`src/rtl/rsc_pkg.sv`:
```
package rsc_pkg;
  // step positions of the ring
  localparam int ST_F_PC   = 0;
  localparam int ST_F_AR   = 1;
  localparam int ST_F_WAIT = 2;
  localparam int ST_F_DR   = 3;
  localparam int ST_F_IR   = 4;
  localparam int ST_X_ADDR = 5;
  localparam int ST_X_AR   = 6;
  localparam int ST_X_WAIT = 7;
  localparam int ST_X_DR   = 8;
  localparam int ST_X_REG  = 9;
  localparam int NSTEP     = 10;

  // internal bus sources
  localparam int SRC_PC  = 0;
  localparam int SRC_IRA = 1;
  localparam int SRC_MBR = 2;
  localparam int SRC_GPR = 3;
  localparam int NSRC    = 4;

  typedef struct packed {
    logic [NSRC-1:0] src;
    logic ld_mar;
    logic ld_ir;
    logic ld_gpr;
    logic ld_dout;
    logic ld_mbr;
    logic mem_go;
    logic mem_wr;
    logic pc_inc;
    logic restart;
  } uop_t;
endpackage

```
`src/rtl/ring_sequencer.sv`:
```
module ring_sequencer #(
  parameter int N = 10
) (
  input  logic         clk,
  input  logic         rst,
  input  logic         restart,
  output logic [N-1:0] step
);
  localparam logic [N-1:0] FIRST = N'(1);

  always_ff @(posedge clk) begin
    if (rst || restart) step <= FIRST;
    else                step <= {step[N-2:0], step[N-1]};
  end
endmodule

```
`src/rtl/uop_decode.sv`:
```
module uop_decode
  import rsc_pkg::*;
#(
  parameter int OPW = 2
) (
  input  logic [NSTEP-1:0] step,
  input  logic [OPW-1:0]   opcode,
  output uop_t             uop
);
  logic is_load, is_save, is_mem;

  always_comb begin
    is_load = (opcode == OPW'(0));
    is_save = (opcode == OPW'(1));
    is_mem  = is_load || is_save;
    uop     = '0;
    if (step[ST_F_PC]) begin
      uop.src[SRC_PC] = 1'b1;
      uop.ld_mar      = 1'b1;
      uop.pc_inc      = 1'b1;
    end
    if (step[ST_F_AR]) uop.mem_go = 1'b1;
    if (step[ST_F_DR]) uop.ld_mbr = 1'b1;
    if (step[ST_F_IR]) begin
      uop.src[SRC_MBR] = 1'b1;
      uop.ld_ir        = 1'b1;
    end
    if (step[ST_X_ADDR]) begin
      if (is_mem) begin
        uop.src[SRC_IRA] = 1'b1;
        uop.ld_mar       = 1'b1;
      end else begin
        uop.restart = 1'b1;
      end
    end
    if (step[ST_X_AR]) begin
      uop.mem_go = 1'b1;
      uop.mem_wr = is_save;
      if (is_save) begin
        uop.src[SRC_GPR] = 1'b1;
        uop.ld_dout      = 1'b1;
      end
    end
    if (step[ST_X_WAIT] && is_save) uop.restart = 1'b1;
    if (step[ST_X_DR]) uop.ld_mbr = 1'b1;
    if (step[ST_X_REG]) begin
      uop.src[SRC_MBR] = 1'b1;
      uop.ld_gpr       = 1'b1;
    end
  end
endmodule

```
`src/rtl/or_bus.sv`:
```
module or_bus #(
  parameter int NS = 4,
  parameter int W  = 7
) (
  input  logic [NS-1:0]       en,
  input  logic [NS-1:0][W-1:0] src,
  output logic [W-1:0]        bus
);
  logic [NS:0][W-1:0] acc;
  assign acc[0] = '0;
  for (genvar g = 0; g < NS; g++) begin : g_merge
    assign acc[g+1] = acc[g] | (src[g] & {W{en[g]}});
  end
  assign bus = acc[NS];
endmodule

```
`src/rtl/ring_seq_cpu.sv`:
```
module ring_seq_cpu
  import rsc_pkg::*;
#(
  parameter int DW  = 7,
  parameter int AW  = 4,
  parameter int OPW = 2,
  parameter int RSW = 1
) (
  input  logic                      clk,
  input  logic                      rst,
  output logic [AW-1:0]             mem_addr_o,
  output logic                      mem_en_o,
  output logic                      mem_we_o,
  output logic [DW-1:0]             mem_wdata_o,
  input  logic [DW-1:0]             mem_rdata_i,
  output logic [AW-1:0]             pc_o,
  output logic [DW-1:0]             ir_o,
  output logic [(1<<RSW)*DW-1:0]    gpr_o,
  output logic [NSTEP-1:0]          step_o
);
  localparam int NREG = 1 << RSW;
  localparam int IW   = OPW + RSW + AW;
  localparam int PADW = DW - AW;

  logic [AW-1:0]             pc, mar, mem_ar;
  logic [DW-1:0]             mbr, ir, mem_dout, bus;
  logic [NREG-1:0][DW-1:0]   gpr;
  logic                      mem_en, mem_we;
  logic [NSTEP-1:0]          step;
  uop_t                      uop;
  logic [NSRC-1:0][DW-1:0]   srcs;

  logic [OPW-1:0] f_op;
  logic [RSW-1:0] f_sel;
  logic [AW-1:0]  f_addr;

  assign f_op   = ir[IW-1 -: OPW];
  assign f_sel  = ir[AW +: RSW];
  assign f_addr = ir[AW-1:0];

  ring_sequencer #(.N(NSTEP)) u_ring (
    .clk(clk), .rst(rst), .restart(uop.restart), .step(step)
  );

  uop_decode #(.OPW(OPW)) u_dec (
    .step(step), .opcode(f_op), .uop(uop)
  );

  assign srcs[SRC_PC]  = {{PADW{1'b0}}, pc};
  assign srcs[SRC_IRA] = {{PADW{1'b0}}, f_addr};
  assign srcs[SRC_MBR] = mbr;
  assign srcs[SRC_GPR] = gpr[f_sel];

  or_bus #(.NS(NSRC), .W(DW)) u_bus (
    .en(uop.src), .src(srcs), .bus(bus)
  );

  always_ff @(posedge clk) begin
    if (rst) begin
      pc       <= '0;
      mar      <= '0;
      mbr      <= '0;
      ir       <= '0;
      gpr      <= '0;
      mem_ar   <= '0;
      mem_en   <= 1'b0;
      mem_we   <= 1'b0;
      mem_dout <= '0;
    end else begin
      if (uop.pc_inc)  pc       <= pc + AW'(1);
      if (uop.ld_mar)  mar      <= bus[AW-1:0];
      if (uop.ld_mbr)  mbr      <= mem_rdata_i;
      if (uop.ld_ir)   ir       <= bus;
      if (uop.ld_gpr)  gpr[f_sel] <= bus;
      if (uop.ld_dout) mem_dout <= bus;
      mem_en <= uop.mem_go;
      if (uop.mem_go) begin
        mem_ar <= mar;
        mem_we <= uop.mem_wr;
      end
    end
  end

  assign mem_addr_o  = mem_ar;
  assign mem_en_o    = mem_en;
  assign mem_we_o    = mem_we;
  assign mem_wdata_o = mem_dout;
  assign pc_o        = pc;
  assign ir_o        = ir;
  assign gpr_o       = gpr;
  assign step_o      = step;
endmodule

```
`config.mk`:
```
export PLATFORM = sky130hd
export DESIGN_NAME = ring_seq_cpu
export DESIGN_NICKNAME = d
export VERILOG_FILES = /design/src/rtl/rsc_pkg.sv /design/src/rtl/ring_sequencer.sv /design/src/rtl/uop_decode.sv /design/src/rtl/or_bus.sv /design/src/rtl/ring_seq_cpu.sv
export SDC_FILE = /design/constraint.sdc
export NUM_CORES = 1
export LEC_CHECK = 0
export ABC_AREA = 1
export CAP_MARGIN = 5
export CORE_ASPECT_RATIO = 0.7
export CORE_MARGIN = 3
export CORE_UTILIZATION = 45
export CTS_CLUSTER_SIZE = 25
export DETAILED_ROUTE_END_ITERATION = 8
export HOLD_SLACK_MARGIN = 0.06
export PLACE_DENSITY = 0.75
export SLEW_MARGIN = 40
export SYNTH_ARGS = -nofsm -noshare
export SYNTH_HDL_FRONTEND = slang
export SYNTH_SLANG_ARGS = --single-unit
export TNS_END_PERCENT = 20
```
`constraint.sdc`:
```
create_clock -name clk -period 1.05 [get_ports clk]
set_input_delay 0.21 -clock clk [delete_from_list [all_inputs] [get_ports clk]]
set_output_delay 0.21 -clock clk [all_outputs]
set_load 0.02 [all_outputs]
```
==> impl_results.md <==
* Status: finished, violations left
* Failing checks: setup timing
* Seq/Total Area, Yosys at 45.5%
* HPWL Detailed at 4800 µm
* Mux cell area share after synthesis at 0%
* Largest family of logic cells by synthesized area: simple AND/OR/NAND/NOR gates
* Cell Chain, Critical Path: buf_6, nor2_4, buf_12, nor2_2, nor2_4, nand3_1, nand2_1, inv_1
* Clock latency on the worst-skew pair at 350 ps
* Port bufs at 56
* Initial Util at 48.1%
* Final setup violation count at 49
* HP Start: u_ring.step[2]$_SDFF_PP0_
* Min setup slack post-route at -210 ps
* CTS Buf Count at 9
* Pwr dens at 1240 nW/µm²
* FF-to-FF path depth at 8
* Hold crit path type: register to register
* Die span in x at 96.8 µm
* First-pass GRT wire length at 11200 µm
* Worst relative slew slack at 83.8%
* Largest net degree at the start of global routing at 17
* Yosys warns at 0
* Commonest cells after routing, fill and taps aside: buf_4, inv_1, nor2_1
* Maxcap violations at 0
* Core area at 5400 µm²
* Initial antenna violation count at 0
* Post-synthesis compound-gate area fraction at 11.7%
* Cells after synthesis at 359
* Max Slew Vio Count at 0
* Simple-gate share of the synthesized area at 28.4%
* # DRC at 0
* Post-Syn Area per Cell at 7.23 µm²
* FF-to-FF Start: u_ring.step[9]$_SDFF_PP0_
* Crit. Startpoint: u_ring.step[9]$_SDFF_PP0_
* Clock Sinks at 59
* Area delta synth->final at 60.9%
* Fin nets at 477
* Initial detailed-routing violation count at 110
* Routed length on met3 at 506 µm
* Final ANT Viol Nets at 0
* Crit Path Class: register to register
* Post-synthesis adder-cell area fraction at 0.482%
* Post-synthesis register bit count at 59
* Most frequent CP cell: nor2_4
* GP Congestion at 0.859
* I/O pins at 57
* Critical Path AT at 1510 ps
* CTS tree: done
* DRT Pass-1 Iters at 5
* Critical-path top delay cell: dfxtp_2
* Met1 WL at 3250 µm
* Number of global-route vias before repair at 2359
* Yosys cell types at 22
* Setup TNS at -6440 ps
* Final WL at 7340 µm
* CTS Hold Bufs at 0
* Worst setup endpoint: gpr_o[0]$_SDFFE_PP0P_
* Crit path launch type: register
* WP depth at 8
* Critical path peak fanout at 5
* VDD IR-drop max at 0.795 mV
* Synth Area in XOR/XNOR at 0%
* R2r endpoint: gpr_o[0]$_SDFFE_PP0P_
* Synth Net Count at 369
* Final core utilization at 77.4%
* Wire per inst at 13.5 µm
* Clock Skew at 7.57 ps
* Commonest non-fill, non-tap cell in the layout: buf_4
* Lkg Pwr at 0.00208 µW
* GRT Overall Usage at 20.6%
* Die area at 6730 µm²
* Final hold vios at 0
* Clock root buffer: clkbuf_8
* Share of post-route cells with drive strength above 1 at 48.9%
* DR vias at 2631
* Vias per inst at 4.84
* Cell family with most CP delay: simple AND/OR/NAND/NOR gates
* Critical path endpoint category: register
* R2r setup slk at -210 ps
* Cell Rows at 22
* Die Span Y at 69.5 µm
* H-tree levels at 3
* Required time of the critical path at 1300 ps
* Synth Cell Area at 2590 µm²
* Slowest stage delay, CP at 330 ps
* Unrepaired setup endpoints after global routing: yes
* CTS max path bufs at 2
* Final min period at 1260 ps
* Worst Max-Slew Pin Slew at 242 ps
* CTS clk-pin slew, worst paths at 70 ps
* Final Cycle Share at 120%
* Top Layer Used: met4
* Max Clock Freq at 0.794 GHz
* Gr ovfl total at 0
* Worst Path Buf+Inv at 3
* DR WL met2 at 3470 µm
* # diodes at 0
cell usage after synthesis:
| library cell | count | area share, % |
|---|---|---|
| nor2_1 | 58 | 8.4 |
| nand3_2 | 1 | 0.39 |
| buf_6 | 2 | 0.87 |
| nor2_2 | 4 | 0.96 |
| buf_2 | 6 | 1.2 |
| o21ai_0 | 17 | 3.3 |
| inv_2 | 13 | 1.9 |
| inv_1 | 54 | 7.8 |
| nand2_2 | 8 | 1.9 |
| buf_12 | 1 | 0.77 |
| ha_1 | 1 | 0.48 |
| buf_4 | 4 | 1.2 |
| o21ai_2 | 8 | 2.7 |
| o21ai_1 | 2 | 0.39 |
| nand3_1 | 38 | 7.3 |
| dfxtp_1 | 59 | 46 |
| nand2_1 | 53 | 7.7 |
| nand2_4 | 3 | 1.3 |
| o21a_1 | 7 | 2.0 |
| clkbuf_1 | 2 | 0.29 |
| nor2_4 | 1 | 0.43 |
| a21oi_1 | 17 | 3.3 |
sequential cells by signal, indices dropped and copies added, names as in the netlist:
name         flops
gpr_o           14
u_ring.step     10
ir_o             7
mbr              7
mem_wdata_o      7
mar              4
mem_addr_o       4
pc_o             4
mem_en_o         1
mem_we_o         1
stage by stage:
stage | hold WS (ps) | instance area [µm²] | cells | setup slack (ps) | total power [µW]
2_1_floorplan | 375 | 2610 | 359 | -0.312 | 2580
3_3_place_gp | 419 | 3570 | 524 | -240 | 2770
3_5_place_dp | 436 | 3570 | 524 | -351 | 2780
4_1_cts | 436 | 3830 | 540 | -173 | 5170
5_1_grt | 455 | 4180 | 544 | -280 | 5360
6_report | 447 | 4180 | 544 | -210 | 5190
cell type report:
type / count / area, µm²
Clock inverter: 6 / 86.3
Fill cell: 375 / 1220
Multi-Input combinational cell: 218 / 1270
Timing Repair Buffer: 112 / 1060
Clock buffer: 10 / 149
Inverter: 67 / 274
Tap cell: 72 / 90.1
Sequential cell: 59 / 1240
power by group:
group | switching [µW] | internal [µW]
clock network | 938 | 1470
registers | 40.5 | 2290
logic | 241 | 210
logic make-up after synthesis:
group,after synthesis
AOI/OAI and AO/OA,51
buffers and inverters,82
DFF,59
adders and majority gates,1
and+or+nand+nor,166
worst min-delay path by stage:
| stage | to | slack, ps | cells past startpoint |
|---|---|---|---|
| 2_1_floorplan | mbr[4]$_SDFFE_PP0P_ | 370 | 2 |
| 3_3_place_gp | u_ring.step[3]$_SDFF_PP0_ | 420 | 2 |
| 3_5_place_dp | u_ring.step[3]$_SDFF_PP0_ | 440 | 2 |
| 4_1_cts | u_ring.step[3]$_SDFF_PP0_ | 440 | 2 |
| 5_1_grt | u_ring.step[3]$_SDFF_PP0_ | 460 | 2 |
| 6_report | u_ring.step[3]$_SDFF_PP0_ | 450 | 2 |
routing by layer:
| layer | vias to the layer above | GRT usage, % |
|---|---|---|
| met2 | 110 | 32.0 |
| met1 | 1195 | 27.4 |
| met4 | 0 | 6.39 |
| met5 | - | 0 |
| li1 | 1313 | - |
| met3 | 13 | 6.73 |
worst min-delay path, stage by stage, from the launching register on:
cell	delay [ps]
dfxtp_2	330
inv_1	40
nor2_1	40
repair_timing:
action / in CTS / in global routing
hold endpoints to repair: 0 / 0
endpoints found under the setup margin: 93 / 98
buffers inserted: 0 / 3
pin swaps: 15 / 16
gates cloned: 0 / 1
gates resized for setup: 278 / 100
No activity file was read; power rests on OpenSTA's default activity.
